===== src/rtl/wbq_pkg.sv =====
package wbq_pkg;
   // Opcode values the neighbouring decoder also uses
   localparam int unsigned OPC_IDLE = 0;   // no-operation: retire only
   localparam int unsigned OPC_VECT = 7;   // vector output: ring untouched

   // Default ring depth equals the longest operation latency
   localparam int unsigned MAX_LAT  = 7;
endpackage


===== src/rtl/wbq_sat_counter.sv =====
module wbq_sat_counter #(
   parameter int unsigned W        = 16,
   parameter bit          SATURATE = 1'b1
) (
   input  logic         clk,
   input  logic         rst_n,
   input  logic         inc_i,
   output logic [W-1:0] cnt_o
);
   if (W < 1) begin : g_bad_w
      $error("wbq_sat_counter: W must be at least 1");
   end

   localparam logic [W-1:0] CNT_MAX = '1;

   if (SATURATE) begin : g_sat
      always_ff @(posedge clk or negedge rst_n) begin
         if (!rst_n)                           cnt_o <= '0;
         else if (inc_i && cnt_o != CNT_MAX)   cnt_o <= cnt_o + 1'b1;
      end

      AST_CNT_NO_WRAP: assert property (@(posedge clk) disable iff (!rst_n)
         1'b1 |=> cnt_o >= $past(cnt_o));

      AST_CNT_STEP: assert property (@(posedge clk) disable iff (!rst_n)
         !inc_i |=> $stable(cnt_o));
   end else begin : g_wrap
      always_ff @(posedge clk or negedge rst_n) begin
         if (!rst_n)     cnt_o <= '0;
         else if (inc_i) cnt_o <= cnt_o + 1'b1;
      end
   end
endmodule


===== src/rtl/wbq_target.sv =====
module wbq_target #(
   parameter int unsigned SLOTS  = 7,
   parameter int unsigned LAT_W  = 4,
   parameter int unsigned HEAD_W = 3
) (
   input  logic [HEAD_W-1:0] head_i,
   input  logic [LAT_W-1:0]  lat_i,
   output logic [HEAD_W-1:0] idx_o
);
   localparam int unsigned SUM_W = HEAD_W + 1;

   logic [LAT_W-1:0] lat_c;
   logic [SUM_W-1:0] sum;

   // Clamp latency into 1..SLOTS
   always_comb begin
      if (lat_i == '0)               lat_c = LAT_W'(1);
      else if (int'(lat_i) > SLOTS)  lat_c = LAT_W'(SLOTS);
      else                           lat_c = lat_i;
   end

   // Slot relative to the pre-advance head: (head + 1) + (lat - 1)
   always_comb begin
      sum   = SUM_W'(head_i) + SUM_W'(lat_c);
      idx_o = (sum >= SUM_W'(SLOTS)) ? HEAD_W'(sum - SUM_W'(SLOTS)) : HEAD_W'(sum);
   end

   always_comb begin
      AST_TARGET_RANGE: assert (int'(idx_o) < SLOTS || int'(head_i) >= SLOTS);
   end
endmodule


===== src/rtl/wbq_slot_ring.sv =====
module wbq_slot_ring #(
   parameter int unsigned SLOTS  = 7,
   parameter int unsigned DATA_W = 32,
   parameter int unsigned HEAD_W = 3
) (
   input  logic              clk,
   input  logic              rst_n,
   input  logic              adv_i,
   input  logic              put_i,
   input  logic [HEAD_W-1:0] put_idx_i,
   input  logic [DATA_W-1:0] put_data_i,
   output logic [HEAD_W-1:0] head_o,
   output logic [DATA_W-1:0] head_data_o,
   output logic              head_occ_o,
   output logic [SLOTS-1:0]  occ_o
);
   logic [DATA_W-1:0] slot_q [SLOTS];

   always_ff @(posedge clk or negedge rst_n) begin
      if (!rst_n)
         head_o <= '0;
      else if (adv_i)
         head_o <= (head_o == HEAD_W'(SLOTS - 1)) ? '0 : head_o + 1'b1;
   end

   for (genvar k = 0; k < SLOTS; k++) begin : g_slot
      always_ff @(posedge clk or negedge rst_n) begin
         if (!rst_n) begin
            slot_q[k] <= '0;
            occ_o[k]  <= 1'b0;
         end else if (put_i && put_idx_i == HEAD_W'(k)) begin
            slot_q[k] <= put_data_i;
            occ_o[k]  <= 1'b1;
         end else if (adv_i && head_o == HEAD_W'(k)) begin
            slot_q[k] <= '0;
            occ_o[k]  <= 1'b0;
         end
      end
   end

   assign head_data_o = slot_q[head_o];
   assign head_occ_o  = occ_o[head_o];

   AST_HEAD_RANGE: assert property (@(posedge clk) disable iff (!rst_n)
      int'(head_o) < SLOTS);

   AST_HEAD_HOLD: assert property (@(posedge clk) disable iff (!rst_n)
      !adv_i |=> $stable(head_o));

   AST_RETIRED_EMPTY: assert property (@(posedge clk) disable iff (!rst_n)
      adv_i && !put_i |=> !occ_o[$past(head_o)]);
endmodule


===== src/rtl/xpipe_wbq.sv =====
module xpipe_wbq #(
   parameter int unsigned DATA_W    = 32,
   parameter int unsigned DEST_W    = 7,
   parameter int unsigned OP_W      = 4,
   parameter int unsigned LAT_W     = 4,
   parameter int unsigned SLOTS     = wbq_pkg::MAX_LAT,
   parameter int unsigned CNT_W     = 16,
   parameter bit          SAT_COUNT = 1'b1
) (
   input  logic              clk,
   input  logic              rst_n,
   input  logic              issue_i,
   input  logic [OP_W-1:0]   opcode_i,
   input  logic [LAT_W-1:0]  latency_i,
   input  logic [DATA_W-1:0] result_i,
   input  logic [DEST_W-1:0] dest_i,
   output logic              rf_we_o,
   output logic [DEST_W-1:0] rf_waddr_o,
   output logic [DATA_W-1:0] rf_wdata_o,
   output logic [CNT_W-1:0]  collisions_o,
   output logic [CNT_W-1:0]  strays_o
);
   import wbq_pkg::*;

   localparam int unsigned HEAD_W = (SLOTS > 1) ? $clog2(SLOTS) : 1;

   if (SLOTS < 2) begin : g_bad_slots
      $error("xpipe_wbq: SLOTS must be at least 2");
   end
   if ((1 << LAT_W) <= SLOTS) begin : g_bad_lat
      $error("xpipe_wbq: LAT_W too narrow for SLOTS");
   end
   if ((1 << OP_W) <= OPC_VECT) begin : g_bad_op
      $error("xpipe_wbq: OP_W too narrow for opcode values");
   end

   logic              is_vect, is_idle, advance, produce;
   logic              collide, stray;
   logic [HEAD_W-1:0] head, target;
   logic [DATA_W-1:0] head_data;
   logic              head_occ;
   logic [SLOTS-1:0]  occ;

   assign is_vect = (opcode_i == OP_W'(OPC_VECT));
   assign is_idle = (opcode_i == OP_W'(OPC_IDLE));
   assign advance = issue_i && !is_vect;
   assign produce = advance && !is_idle;

   wbq_target #(.SLOTS(SLOTS), .LAT_W(LAT_W), .HEAD_W(HEAD_W)) u_target (
      .head_i (head),
      .lat_i  (latency_i),
      .idx_o  (target)
   );

   wbq_slot_ring #(.SLOTS(SLOTS), .DATA_W(DATA_W), .HEAD_W(HEAD_W)) u_ring (
      .clk         (clk),
      .rst_n       (rst_n),
      .adv_i       (advance),
      .put_i       (produce),
      .put_idx_i   (target),
      .put_data_i  (result_i),
      .head_o      (head),
      .head_data_o (head_data),
      .head_occ_o  (head_occ),
      .occ_o       (occ)
   );

   // The head slot is cleared before the new result lands, so a full-latency
   // result reusing the head slot is not a collision
   assign collide = produce && occ[target] && (target != head);
   assign stray   = advance && (dest_i == '0) && head_occ;

   wbq_sat_counter #(.W(CNT_W), .SATURATE(SAT_COUNT)) u_coll (
      .clk   (clk),
      .rst_n (rst_n),
      .inc_i (collide),
      .cnt_o (collisions_o)
   );

   wbq_sat_counter #(.W(CNT_W), .SATURATE(SAT_COUNT)) u_stray (
      .clk   (clk),
      .rst_n (rst_n),
      .inc_i (stray),
      .cnt_o (strays_o)
   );

   assign rf_we_o    = advance && (dest_i != '0);
   assign rf_waddr_o = dest_i;
   assign rf_wdata_o = head_data;

   AST_VECT_NO_WRITE: assert property (@(posedge clk) disable iff (!rst_n)
      issue_i && is_vect |-> !rf_we_o);

   AST_IDLE_NO_WRITE: assert property (@(posedge clk) disable iff (!rst_n)
      !issue_i |-> !rf_we_o);

   AST_IDLE_NO_MOVE: assert property (@(posedge clk) disable iff (!rst_n)
      !issue_i |=> $stable(occ));

   AST_PUT_OCCUPIES: assert property (@(posedge clk) disable iff (!rst_n)
      produce |=> occ[$past(target)]);

   AST_EMPTY_READS_ZERO: assert property (@(posedge clk) disable iff (!rst_n)
      !head_occ |-> rf_wdata_o == '0);
endmodule


===== config.mk =====
export PLATFORM = sky130hd
export DESIGN_NAME = xpipe_wbq
export DESIGN_NICKNAME = d
export VERILOG_FILES = /design/src/rtl/wbq_pkg.sv /design/src/rtl/wbq_sat_counter.sv /design/src/rtl/wbq_target.sv /design/src/rtl/wbq_slot_ring.sv /design/src/rtl/xpipe_wbq.sv
export SDC_FILE = /design/constraint.sdc
export NUM_CORES = 1
export LEC_CHECK = 0
export BUFFER_PORTS_ARGS = -buffer_cell sky130_fd_sc_hd__buf_2
export CORE_ASPECT_RATIO = 1.2
export CORE_MARGIN = 4
export CORE_UTILIZATION = 40
export DETAILED_ROUTE_END_ITERATION = 8
export HOLD_SLACK_MARGIN = 0.12
export PLACE_DENSITY_LB_ADDON = 0.25
export RECOVER_POWER = 100
export SYNTH_ARGS = -nofsm -noshare
export SYNTH_HDL_FRONTEND = slang
export SYNTH_SLANG_ARGS = --single-unit

===== constraint.sdc =====
create_clock -name clk -period 4 [get_ports clk]
set_input_delay 0.6 -clock clk [delete_from_list [all_inputs] [get_ports clk]]
set_output_delay 0.6 -clock clk [all_outputs]
set_load 0.005 [all_outputs]

== Word-level counts from Yosys, hierarchy flattened ==
Cells that the tools add are included.

* Register bits: 266
* Latch bits: 0
* Memory bits (writable): 0
* Memory bits (read-only): 0
* Memories: 0

* Add/subtract/negate cells: 5
* $mul: 0
* Div/mod/pow operators: 0
* Order comparisons: 5
* Eq/ne operators: 16
* Shift operators: 0
* Multiplexer cells: 39
* Bitwise operators: 1
* Reductions and logical operators: 38

{| class="wikitable"
|+ Operators with widths
! kind !! number
|-
| two-way mux 32 bit || 16
|-
| binary-select mux 32 bit (select 3 bit) || 1
|-
| adder 16 x 1 -> 16 bit (second input constant) || 2
|-
| != test 16 bit (second input constant) || 2
|-
| logical AND 1 bit || 23
|-
| equality test 3 bit (second input constant) || 6
|-
| two-way mux 1 bit || 16
|-
| nonzero test 2 bit || 7
|-
| equality test 3 x 2 -> 1 bit (second input constant) || 4
|-
| logical NOT 4 bit || 2
|-
| < comparator 3 x 4 -> 1 bit (second input constant) || 2
|-
| two-way mux 4 bit || 2
|-
| logical NOT 7 bit || 1
|-
| nonzero test 7 bit || 1
|-
| binary-select mux 1 bit (select 3 bit) || 2
|-
| equality test 3 x 1 -> 1 bit (second input constant) || 2
|-
| logical NOT 3 bit || 2
|-
| two-way mux 3 bit || 2
|-
| adder 3 x 4 -> 4 bit || 1
|-
| equality test 4 x 3 -> 1 bit (second input constant) || 1
|-
| greater-or-equal comparator 4 x 3 -> 1 bit (second input constant) || 1
|-
| greater-or-equal comparator 4 bit (second input constant) || 1
|-
| > comparator 4 x 3 -> 1 bit (second input constant) || 1
|-
| NOT 3 -> 4 bit || 1
|-
| 4 further kinds || 5
|}

== Longest topological paths before layout ==
Gate-level depths: netlist of the first run.

* Depth after elaboration: 11
* Mapped depth: 16
* Gate-level depth less buffers: 15

== Hierarchy ==
From an unflattened synthesis of the first run, not the netlist that was laid out.

* Cells, all modules: 941
* Area total of the unflattened synthesis: 12754.7 µm²

{| class="wikitable"
|+ Modules (own cells, without submodules)
! module !! times used !! cells each !! area each (µm²) !! sequential area each (µm²)
|-
| wbq_slot_ring || 1 || 746 || 10630.2 || 5855.6
|-
| wbq_sat_counter || 2 || 72 || 859.6 || 400.4
|-
| xpipe_wbq || 1 || 28 || 221.5 || 0.0
|-
| wbq_target || 1 || 23 || 183.9 || 0.0
|}

== Least setup slack after synthesis of the first run ==
OpenSTA, ideal clock, no wires.

* Path type: input port to flip-flop
* From: in latency_i[1]
* To: reg u_coll.cnt_o[12]
* Arrival: 3.547 ns
* Required time: 3.872 ns
* Slack: 0.325 ns
* Cell stages on the path: 14
* Path buffers: 0
* Cell sequence: o21ai_0 -> ha_1 -> inv_1 -> fa_1 -> inv_1 -> ha_1 -> and3_1 -> o31a_1 -> a211oi_1 -> nand3_1 -> o221ai_1 -> and2_4 -> nor3_1 -> mux2_1

* Longest elaborated chain between the ends: 11
* Elaborated cells between the ends (all ways): 14
* Those cells by class: add/sub (2); order compare (2); eq/ne (1); mux (5); reduce/logical (4)

{| class="wikitable"
|+ RTL lines
! item !! line !! text
|-
| from (decl) || xpipe_wbq.sv:14 || <nowiki>input logic [LAT_W-1:0] latency_i,</nowiki>
|-
| > comparator 4 x 3 -> 1 bit || wbq_target.sv:18 || <nowiki>else if (int'(lat_i) > SLOTS) lat_c = LAT_W'(SLOTS);</nowiki>
|-
| two-way mux 4 bit || wbq_target.sv:18 ||
|-
| two-way mux 4 bit (*) || wbq_target.sv:17 || <nowiki>if (lat_i == '0) lat_c = LAT_W'(1);</nowiki>
|-
| adder 3 x 4 -> 4 bit (*) || wbq_target.sv:24 || <nowiki>sum = SUM_W'(head_i) + SUM_W'(lat_c);</nowiki>
|-
| greater-or-equal comparator 4 x 3 -> 1 bit or subtractor 3 bit (tied branches) || wbq_target.sv:25 || <nowiki>idx_o = (sum >= SUM_W'(SLOTS)) ? HEAD_W'(sum - SUM_W'(SLOTS)) : HEAD_W'(sum);</nowiki>
|-
| two-way mux 3 bit (*) || wbq_target.sv:25 ||
|-
| binary-select mux 1 bit (select 3 bit) || xpipe_wbq.sv:70 || <nowiki>assign collide = produce && occ[target] && (target != head);</nowiki>
|-
| two-way mux 1 bit (implied by the code) || xpipe_wbq.sv:70 ||
|-
| logical AND 1 bit || xpipe_wbq.sv:70 ||
|-
| logical AND 1 bit (*) || xpipe_wbq.sv:70 ||
|-
| logical AND 1 bit (*) || wbq_sat_counter.sv:19 || <nowiki>else if (inc_i && cnt_o != CNT_MAX) cnt_o <= cnt_o + 1'b1;</nowiki>
|-
| to (signal assigned) || wbq_sat_counter.sv:19 ||
|-
| to (decl) || wbq_sat_counter.sv:8 || <nowiki>output logic [W-1:0] cnt_o</nowiki>
|}

Mark *: on every way between the ends. The rest lies on a longest branch, timed or not. The select of a mux whose other input is x is not followed.
A chain may end at the register's enable or synchronous reset.

== Worst setup path after layout of the first run ==
* From: reg u_ring.head_o[0]
* To: out rf_wdata_o[14]

* Longest elaborated chain between the ends: 4

{| class="wikitable"
|+ RTL lines
! item !! line !! text
|-
| from (decl) || wbq_slot_ring.sv:12 || <nowiki>output logic [HEAD_W-1:0] head_o,</nowiki>
|-
| from (signal assigned) || wbq_slot_ring.sv:23 || <nowiki>head_o <= (head_o == HEAD_W'(SLOTS - 1)) ? '0 : head_o + 1'b1;</nowiki>
|-
| NOT 3 -> 4 bit (implied by the code) || wbq_slot_ring.sv:41 || <nowiki>assign head_data_o = slot_q[head_o];</nowiki>
|-
| binary-select mux 32 bit (select 3 bit) || wbq_slot_ring.sv:41 ||
|-
| two-way mux 32 bit (implied by the code) (2 in series) || wbq_slot_ring.sv:41 ||
|-
| to (decl) || xpipe_wbq.sv:19 || <nowiki>output logic [DATA_W-1:0] rf_wdata_o,</nowiki>
|}

Every way passes these cells. The select of a mux whose other input is x is not followed.

==> results of run 1 <==
[report_power, final]
group	internal [mW]	switching, mW
logic	1.93	3.10
clock network	1.55	1.06
registers	3.60	0.480
total	7.08	4.63
[kinds of logic after synthesis]
kind of cell | after synthesis | synth area share [%]
AOI/OAI and AO/OA | 327 | 14.4
xor gates and xnor gates | 30 | 2.24
adders and majority gates | 8 | 0.833
buffers and inverters | 112 | 3.97
DFF | 266 | 51.5
muxes | 76 | 9.24
and+or+nand+nor | 570 | 17.8
[how the worst max path moves through the flow]
stage                      from          endpoint  slack [ns]  depth (start not counted)
2_1_floorplan      latency_i[1]  u_coll.cnt_o[12]        0.32                         14
3_3_place_gp       latency_i[1]   u_coll.cnt_o[1]      -0.008                         16
3_5_place_dp       latency_i[1]   u_coll.cnt_o[1]       -0.07                         16
4_1_cts        u_ring.head_o[0]    rf_wdata_o[14]        0.21                          6
5_1_grt        u_ring.head_o[0]    rf_wdata_o[14]        0.07                          6
6_report       u_ring.head_o[0]    rf_wdata_o[14]        0.23                          6
[area by class of cell]
type	count	area, µm²
timing repair buffer	164	831
fill	3067	16900
multi-input combinational	1011	5760
tap	401	502
sequential	266	6660
clock inverter	5	57.6
clock buffer	44	872
inverter	9	33.8
[cells in the mapped netlist, types with 2 or more instances]
cell        n
dfrtp_1   266
buf_6       2
xnor2_1    19
nand4b_1    3
mux4_2     33
buf_1       4
nor2b_1     2
nand4_1     8
inv_1       8
nor3_1      8
nor4_1      3
mux2i_1    36
a31o_2      2
mux2_2      5
o31a_1      2
buf_2      29
clkbuf_1   57
nand2b_1    4
a21o_1      8
a22o_1     33
a21oi_1    38
nand3_1    20
ha_1        7
buf_4      11
nand2_1   443
o21ai_1     5
and3_1      9
o21ai_0   227
xor2_1      9
nor2_1     60
and2_1      3
[registers in the layout, indices dropped and copies added (netlist names)]
| register | count |
|---|---|
| u_ring.slot_q | 224 |
| u_coll.cnt_o | 16 |
| u_ring.head_o | 3 |
| u_ring.occ_o | 7 |
| u_stray.cnt_o | 16 |
[per-layer routing]
layer / wire length [µm] / GRT usage (%)
met4: 889 / 5.25
met5: 0 / 0
met1: 15900 / 27.8
met3: 1510 / 2.01
met2: 17100 / 33.5
[stage by stage]
stage | util (%) | TNS [ns] | hold slack, ns | setup slack (ns) | total power [mW]
final | 46.5 | 0 | 0.364 | 0.234 | 11.7
after global routing | 46.5 | 0 | 0.358 | 0.0700 | 12.6
after CTS | 47.3 | 0 | 0.194 | 0.210 | 12.1
after detailed placement | 44.4 | -0.145 | 0.472 | -0.0662 | 9.46
after global placement | 44.4 | -0.00751 | 0.466 | -0.00751 | 9.28
after floorplan | - | 0 | 0.304 | 0.325 | 7.59
[worst register-to-register path, cell delays in order (launching register included)]
cell     delay, ns
dfrtp_4       0.48
ha_1          0.23
inv_1         0.07
fa_1          0.43
inv_1         0.11
ha_1          0.23
inv_1         0.08
o22ai_1       0.27
buf_4         0.20
mux2i_4       0.29
a211o_1       0.18
nand4_2       0.12
a21oi_2       0.49
mux2_2        0.40
[what timing repair did]
action | in CTS | in global routing
resized for setup | 1 | 0
setup buffers | 0 | 0
endpoints found under the setup margin | 3 | 0
==> summary.md, run 1 <==
| Metric | Value |
|---|---|
| #FFs+latches synth | approximately 270 |
| R2R cell count | 13 |
| Syn Inst Count | between 1k and 1.5k |
| Min-delay worst type | input port to flop |
| Crit path max-delay family | buffers and inverters |
| Clock buffer depth | 3 |
| Hold_sp | result_i[6] |
| Synth area leaders | dfrtp_1 (52%), nand2_1 (13%), o21ai_0 (8.8%) |
| Crit path max fanout | 32 |
| DIE HEIGHT | 205 µm |
| P_leak | around 6.6 nW |
| Die W | approximately 170 µm |
| I/O pin count | roughly 120 |
| Most common cell after layout, fill and taps aside | nand2_1 |
| Final WL | approximately 35000 µm |
| Slew headroom | -99.1% |
| Final Hold Violating Endpoints | 0 |
| Drt initial violations | 703 |
| Fin crit share | a little over nine tenths |
| GRT Total Usage | about 20% |
| Number of cells after detailed placement | roughly 1.9k |
| Crit path max-delay cell type | clkbuf_2 |
| Syn Area/Cell | slightly above 9 µm² |
| Later-pin clock latency in the skew report | ~0.54 ns |
| Placer Congestion | approximately 0.83 |
| Fin cells | between 1.5k and 2k |
| Largest net degree at the start of global routing | 117 |
| R2R Path End | u_coll.cnt_o[1] |
| Slew @ Worst Pin | 2.99 ns |
| Worst hold path endpoint | u_ring.slot_q[134] |
| Placed inst area | roughly 0.014 mm² |
| Commonest non-fill, non-tap cells in the layout | nand2_1 (442), dfrtp_1 (264), o21ai_0 (231) |
| Buffers & Inverters on Critical Path | 3 |
| Worst Setup End Kind | output port |
| Vias per inst | between 5 and 6 |
| DRC errors left | 0 |
| Die area | between 0.03 and 0.04 mm² |
| Yosys warns | 0 |
| CTS Sinks | between 200 and 300 |
| Worst Skew | roughly 0.022 ns |
| Vias | between 10k and 15k |
| Post-route ant nets | 0 |
| Async SR Flop Fraction | 100% |
| Top-area cell type share of the netlist area | 51.5% |
| GRT overflow | 0 |
| Power density cells | 796 mW/mm² |
| Crit path launch type | flop |
| H-Tree Depth | 1 |
| Total core area | between 0.03 and 0.04 mm² |
| # port buffers | about 120 |
| Post-Syn Nets | 1447 |
| CTS Hold Buffers Added | 0 |
| Reg2reg setup slack | 0.29 ns |
| Largest stage delay, worst path | 0.80 ns |
| Critical Path AT | 3.17 ns |
| ANT cells | 0 |
| Final setup violation count | 0 |
| DR WL/cell | between 15 and 20 µm |
| Initial core utilization | about two fifths |
| Row cnt | between 70 and 80 |
| Sequential share of the synthesized area | roughly half |
| Share of cells above drive strength 1 | 13.9% |
| Max IR drop VDD | 0.000453 V |
| DP HPWL | between 20000 and 25000 µm |
| Pre-antenna DRT Iters | 5 |
| Synth Cell Area | approximately 0.013 mm² |
| Nets | 1538 |
| Synth area leader | dfrtp_1 |
| First-pass GRT wire length | roughly 57000 µm |
| Layout area overhead | 14.0% |
| Period minus WS final | 3.77 ns |
| Failing checks | capacitance limit, slew limit |
| Number of synthesized flops with an enable pin | 0 |
| Reg clk slew, reported paths | 0.06 ns |
| CTS tree | done |
| Fin area | 0.0147 mm² |
| RSZ-0062 raised after global routing | false |
| Cells along the critical path | buf_4 -> nor2b_1 -> clkbuf_2 -> a21oi_1 -> o21ai_0 -> clkbuf_2 |
| Initial antenna violation count | 0 |
| Vias in the first global route | 10.2k |
| Fmax | between 0.2 and 0.3 GHz |
| Yosys cell types | between 50 and 60 |
| Top_reg_cell synth | dfrtp_1 |
| Number of cells on the worst hold path | 3 |
| Max Cap Violations | 1 |
| CP most frequent cell | clkbuf_2 |
| CTS Root Cell | clkbuf_16 |
| WP data required | about 3.4 ns |
| Critical path class | flop to output port |
| Reg2reg start | u_ring.head_o[0] |
| Pins Over Slew Limit | 117 |
| Status | finished with violations |
| CTS Buf Count | 28 |
Power figures use the tool's default switching activity.
==> run 2: changes to the inputs <==
--- a/config.mk
+++ b/config.mk
@@ -5,14 +5,16 @@
 export SDC_FILE = /design/constraint.sdc
 export NUM_CORES = 1
 export LEC_CHECK = 0
+export ABC_AREA = 1
 export BUFFER_PORTS_ARGS = -buffer_cell sky130_fd_sc_hd__buf_2
 export CORE_ASPECT_RATIO = 1.2
-export CORE_MARGIN = 4
+export CORE_MARGIN = 8
 export CORE_UTILIZATION = 40
 export DETAILED_ROUTE_END_ITERATION = 8
 export HOLD_SLACK_MARGIN = 0.12
 export PLACE_DENSITY_LB_ADDON = 0.25
 export RECOVER_POWER = 100
+export SKIP_CTS_REPAIR_TIMING = 1
 export SYNTH_ARGS = -nofsm -noshare
 export SYNTH_HDL_FRONTEND = slang
 export SYNTH_SLANG_ARGS = --single-unit
==> summary.md, run 2 <==
| Metric | Value |
|---|---|
| Status | finished with violations |
| Failing checks | capacitance limit, slew limit |
| Top-area cell type share of the netlist area | a little over half |
| Final setup violation count | 0 |
| GRT overflow | 0 |
| Later-pin clock latency in the skew report | between 0.5 and 0.6 ns |
| Most common cell after layout, fill and taps aside | inv_1 |
| Most flop-heavy register | u_ring.slot_q |
| Final Hold Violating Endpoints | 0 |
| Power density cells | roughly 870 mW/mm² |
| R2R cell count | 13 |
| Synth area leader | dfrtp_1 |
| Yosys cell types | 40 |
| Number of cells on the worst hold path | 3 |
| Worst Skew | slightly below 0.009 ns |
| Slew headroom | -73.1% |
| Critical path class | flop to output port |
| DP HPWL | roughly 24000 µm |
| Flip-flop count of the largest register after layout | between 200 and 250 |
| Hold_sp | result_i[27] |
| Top_reg_cell synth | dfrtp_1 |
| Reg power frac | between 30 and 40% |
| Syn Inst Count | ~1.4k |
| Syn Area/Cell | between 8 and 9 µm² |
| Reg clk slew, reported paths | ~0.060 ns |
| Sum Neg Setup Slack | 0 ns |
| Sw power | roughly 5.3 mW |
| Clock share of power | between 20% and 30% |
| WP data required | approximately 3.4 ns |
| Yosys warns | 0 |
| Largest net degree at the start of global routing | 100 |
| Worst Setup End Kind | output port |
| Initial antenna violation count | 0 |
| Number of synthesized flops with an enable pin | 0 |
| First-pass GRT wire length | about 60000 µm |
| Post-route ant nets | 0 |
| Largest stage delay, worst path | 0.53 ns |
| Share of cells above drive strength 1 | 10.8% |
| Final WL | approximately 38000 µm |
| Final worst slack | around 0.26 ns |
| #FFs+latches synth | ~270 |
| H-Tree Depth | 1 |
| Vias in the first global route | 10.8k |
| Cells along the critical path | inv_2 -> nand2_1 -> clkbuf_2 -> o22ai_1 -> a221oi_1 -> o21ai_0 -> clkbuf_1 |
| # port buffers | 121 |
| Crit path max fanout | 20 |
| CTS tree | done |
| Worst hold path endpoint | u_ring.slot_q[155] |
| Period minus WS final | about 3.7 ns |
| Pins Over Slew Limit | 110 |
| Initial core utilization | between 40% and 50% |
| RSZ-0062 raised after global routing | false |
| Placer Congestion | around 0.84 |
| Synth area leaders | dfrtp_1 (54%), o22ai_1 (14%), inv_1 (8.7%) |
| Critical Path AT | ~3.1 ns |
| Slew @ Worst Pin | between 2 and 3 ns |
| Clock buffer depth | 3 |
| Total core area | 0.0305 mm² |
| Fmax | roughly 0.27 GHz |
| Crit path launch type | flop |
| Drt initial violations | ~800 |
| ANT cells | 0 |
| Vias per inst | ~5.5 |
| DR WL/cell | slightly below 20 µm |
| Commonest non-fill, non-tap cells in the layout | inv_1 (289), o22ai_1 (286), dfrtp_1 (266) |
| Max Cap Violations | 2 |
| Layout area overhead | 14.4% |
| CTS Root Cell | clkbuf_16 |
| I/O pin count | between 100 and 150 |
| Biggest regs | u_ring.slot_q x224, u_coll.cnt_o x16, u_stray.cnt_o x16 |
| Fillcell total | between 3k and 4k |
| Placement Setup Slack | ~0.38 ns |
| P_leak | 6.79 nW |
| Pint | ~7.1 mW |
| Reg2reg start | u_ring.head_o[0] |
| Post-Syn Nets | roughly 1.5k |
| Reg2reg setup slack | about 0.38 ns |
| R2R Path End | u_ring.occ_o[0] |
| CTS Buf Count | 28 |
| DIE HEIGHT | 209 µm |
| Die area | approximately 0.037 mm² |
| Sequential share of the synthesized area | a little over half |
| Pre-antenna DRT Iters | 5 |
| Fin crit share | about 94% |
| Vias | about 11k |
| Crit path max-delay cell type | clkbuf_2 |
| GRT Total Usage | 20.2% |
| Max IR drop VDD | roughly 0.00063 V |
| Synth Cell Area | between 0.01 and 0.015 mm² |
| Row cnt | 70 |
| DRC errors left | 0 |
| Min-delay worst type | input port to flop |
| Switching part of the total | 42.6% |
| CTS Sinks | 266 |
| Die W | around 180 µm |
| Most frequent cell after synthesis | inv_1 |
| Gate power share | between 40% and 50% |
| Async SR Flop Fraction | 100% |
| Nets | 1562 |
| Top cells by count, synth | inv_1 (287), o22ai_1 (286), dfrtp_1 (266) |
[run 2: power by group through the flow]
stage | Sequential [mW] | Clock, mW | Combinational (mW)
6_report | 4.14 | 2.58 | 5.66
5_1_grt | 4.23 | 2.75 | 6.25
4_1_cts | 4.13 | 2.64 | 5.79
3_5_place_dp | 4.17 | 0 | 5.76
3_3_place_gp | 4.14 | 0 | 5.65
2_1_floorplan | 4.07 | 0 | 3.85
[run 2: layout make-up]
| class | count | area (µm²) | share of cell area [%] |
|---|---|---|---|
| Sequential cell | 266 | 6660 | 47.0 |
| Tap cell | 396 | 495 | 3.50 |
| Timing Repair Buffer | 162 | 830 | 5.85 |
| Clock inverter | 5 | 75.1 | 0.530 |
| Multi-Input combinational cell | 753 | 4200 | 29.6 |
| Clock buffer | 41 | 821 | 5.79 |
| Inverter | 293 | 1100 | 7.76 |
[run 2: logic make-up (layout without fill, tap and decap cells)]
logic type	count (synthesis)	in the layout	share of synthesized area, %
AOI/OAI and AO/OA	411	411	20.4
xor gates and xnor gates	27	27	1.91
adders and majority gates	8	8	0.869
buffers and inverters	374	501	12.2
DFF	266	266	53.7
and+or+nand+nor	307	307	10.8
[run 2: metrics by stage]
step | cell area, µm² | hold slack, ns | utilization [%] | total power, mW | instances
finish | 14200 | 0.445 | 46.5 | 12.4 | 1916
global route | 14200 | 0.464 | 46.5 | 13.2 | 1916
CTS | 14400 | 0.113 | 47.1 | 12.6 | 1916
detailed placement | 13500 | 0.500 | 44.2 | 9.93 | 1870
global placement | 13500 | 0.494 | 44.2 | 9.79 | 1870
floorplan | 12400 | 0.304 | - | 7.92 | 1393
[run 2: critical path, delay by kind of cell, from the launching register on]
kind                   cells  cell delay [ns]
buffers and inverters      3             0.89
DFF                        1             0.47
AOI/OAI and AO/OA          3             0.85
and+or+nand+nor            1             0.38
[run 2: per-layer routing]
metal / vias up / GRT usage (%) / share of wire [%]
li1: 4933 / - / -
met1: 5191 / 27.2 / 44
met2: 398 / 32.7 / 46
met3: 65 / 3.54 / 7.1
met4: 0 / 5.83 / 2.6
met5: - / 0 / 0
[run 2: worst max-delay path by stage]
| stage | start | endpoint | slack, ns | depth (start not counted) |
|---|---|---|---|---|
| floorplan | latency_i[1] | u_ring.slot_q[194] | 1.07 | 15 |
| global placement | latency_i[1] | u_ring.slot_q[214] | 0.46 | 16 |
| detailed placement | latency_i[1] | u_ring.slot_q[208] | 0.38 | 16 |
| CTS | u_ring.head_o[0] | rf_wdata_o[0] | 0.30 | 9 |
| global route | u_ring.head_o[0] | u_ring.slot_q[131] | 0.1 | 14 |
| finish | u_ring.head_o[1] | rf_wdata_o[21] | 0.26 | 7 |
==> run 3: changes to the inputs <==
--- a/config.mk
+++ b/config.mk
@@ -13,7 +13,7 @@
 export DETAILED_ROUTE_END_ITERATION = 8
 export HOLD_SLACK_MARGIN = 0.12
 export PLACE_DENSITY_LB_ADDON = 0.25
-export RECOVER_POWER = 100
+export RECOVER_POWER = 50
 export SKIP_CTS_REPAIR_TIMING = 1
 export SYNTH_ARGS = -nofsm -noshare
 export SYNTH_HDL_FRONTEND = slang
==> summary.md, run 3 (synthesis results as in run 2) <==
| Metric | Value |
|---|---|
| DP HPWL | roughly 24000 µm |
| First-pass GRT wire length | between 60000 and 70000 µm |
| Biggest regs | u_ring.slot_q x224, u_coll.cnt_o x16, u_stray.cnt_o x16 |
| I/O pin count | 122 |
| Fin crit share | 91.8% |
| Status | finished with violations |
| # port buffers | about 120 |
| Crit path max fanout | 12 |
| Sw power | around 5.3 mW |
| Placer Congestion | approximately 0.84 |
| Min-delay worst type | input port to flop |
| Max IR drop VDD | 0.000649 V |
| Crit path launch type | flop |
| Largest net degree at the start of global routing | 100 |
| RSZ-0062 raised after global routing | false |
| Fillcell total | approximately 3.0k |
| Clock buffer depth | 3 |
| Final WL | 37800 µm |
| Post-route ant nets | 0 |
| Initial antenna violation count | 0 |
| Worst Skew | around 0.0048 ns |
| Switching part of the total | between 40 and 50% |
| Most flop-heavy register | u_ring.slot_q |
| Fmax | 0.272 GHz |
| Reg power frac | 33.0% |
| Slew @ Worst Pin | about 2.6 ns |
| CTS Root Cell | clkbuf_16 |
| GRT overflow | 0 |
| Final Util | a little under half |
| Flip-flop count of the largest register after layout | about 220 |
| H-Tree Depth | 1 |
| DRC errors left | 0 |
| Pint | 7.23 mW |
| Pre-antenna DRT Iters | 5 |
| Failing checks | capacitance limit, slew limit |
| Vias per inst | ~5.5 |
| ANT cells | 0 |
| CTS Sinks | approximately 270 |
| Share of cells above drive strength 1 | a little over an eighth |
| Nets | ~1.6k |
| Pins Over Slew Limit | 100 |
| DIE HEIGHT | around 210 µm |
| Vias | approximately 11k |
| Sum Neg Setup Slack | 0 ns |
| CTS tree | done |
| Later-pin clock latency in the skew report | between 0.5 and 0.6 ns |
| Reg2reg start | u_ring.head_o[0] |
| Period minus WS final | ~3.7 ns |
| Layout area overhead | 15.4% |
| Slew headroom | -74.1% |
| Worst Setup End Kind | output port |
| DR WL/cell | a little under 20 µm |
| Row cnt | 70 |
| Critical Path AT | 3.07 ns |
| Final setup violation count | 0 |
| Commonest non-fill, non-tap cells in the layout | inv_1 (287), o22ai_1 (286), dfrtp_1 (266) |
| Power density cells | 877 mW/mm² |
| Initial core utilization | 40.6% |
| CTS Buf Count | 28 |
| Worst Setup SP | u_ring.head_o[0] |
| Total core area | 0.0305 mm² |
| Hold_sp | result_i[27] |
| Final Hold Violating Endpoints | 0 |
| Max Cap Violations | 1 |
| Most common cell after layout, fill and taps aside | inv_1 |
| Vias in the first global route | approximately 11k |
| P_leak | between 6 and 7 nW |
| Die area | ~0.037 mm² |
| Area of the multi-input gates | roughly 0.0042 mm² |
| Die W | around 180 µm |
| WP data required | ~3.4 ns |
| Drt initial violations | around 920 |
| FF+latch area | 0.00666 mm² |
| GRT Total Usage | between 20% and 30% |
| Reg clk slew, reported paths | 0.06 ns |
| Gate power share | between 40% and 50% |
| Clock share of power | 20.6% |
| Critical path class | flop to output port |
## run 3: cell types whose count changed in the layout (fill, tap and decap cells not counted), moves of 2 or more
cell | previous run | this run
o21ai_0 | 67 | 60
clkbuf_1 | 64 | 36
inv_1 | 289 | 287
o21ai_1 | 2 | 7
nand2_2 | 3 | 5
buf_4 | 22 | 34
clkbuf_2 | 10 | 3
buf_2 | 69 | 92
inv_2 | 2 | 5
nand2_1 | 188 | 186
nand3_1 | 62 | 60
## run 3: worst max-delay path, stage by stage, from the launching register on
cell	delay (ns)
dfrtp_1	0.49
nor2_4	0.31
inv_1	0.11
nor2_2	0.33
clkinv_1	0.47
buf_4	0.37
o22ai_1	0.14
a21oi_1	0.07
nand2_1	0.09
buf_2	0.13
## run 3: power by group through the flow
| stage | Combinational [mW] | Sequential, mW | Clock (mW) |
|---|---|---|---|
| floorplan | 3.85 | 4.07 | 0 |
| global placement | 5.65 | 4.14 | 0 |
| detailed placement | 5.76 | 4.17 | 0 |
| CTS | 5.79 | 4.13 | 2.64 |
| global route | 6.39 | 4.23 | 2.75 |
| finish | 5.81 | 4.14 | 2.58 |
## run 3: worst paths after layout
kind                       slack [ns]            endpoint  cells past startpoint
setup / recovery                 0.33       rf_wdata_o[0]                      9
hold / removal                   0.44  u_ring.slot_q[155]                      3
setup reg to reg                 0.80  u_ring.slot_q[209]                     14
hold reg to reg                  0.51  u_ring.slot_q[155]                      2
max in group asynchronous        0.77   u_ring.slot_q[96]                      2
min in group asynchronous        0.84    u_stray.cnt_o[6]                      1
## run 3: through the flow
step           power [mW]  instances  area [µm²]  hold WS, ns  setup WS [ns]
3_5_place_dp         9.93       1870       13500        0.500          0.381
6_report             12.5       1916       14300        0.443          0.328
5_1_grt              13.4       1916       14300        0.464          0.130
2_1_floorplan        7.92       1393       12400        0.304           1.07
3_3_place_gp         9.79       1870       13500        0.494          0.464
4_1_cts              12.6       1916       14400        0.113          0.300
## run 3: metal layers
metal,part of all wire (%),up-vias,global-route usage [%]
met5,0,-,0
met4,2.6,0,5.83
met3,6.6,64,3.54
met2,46,353,32.7
li1,-,4933,-
met1,45,5219,27.2
## run 3: cell type report
class                      instances  area share, %
tap                              396           3.47
timing repair buffer             162           6.35
inverter                         293           7.70
multi-input combinational        753           29.6
clock buffer                      41           5.74
clock inverter                     5          0.525
sequential                       266           46.6
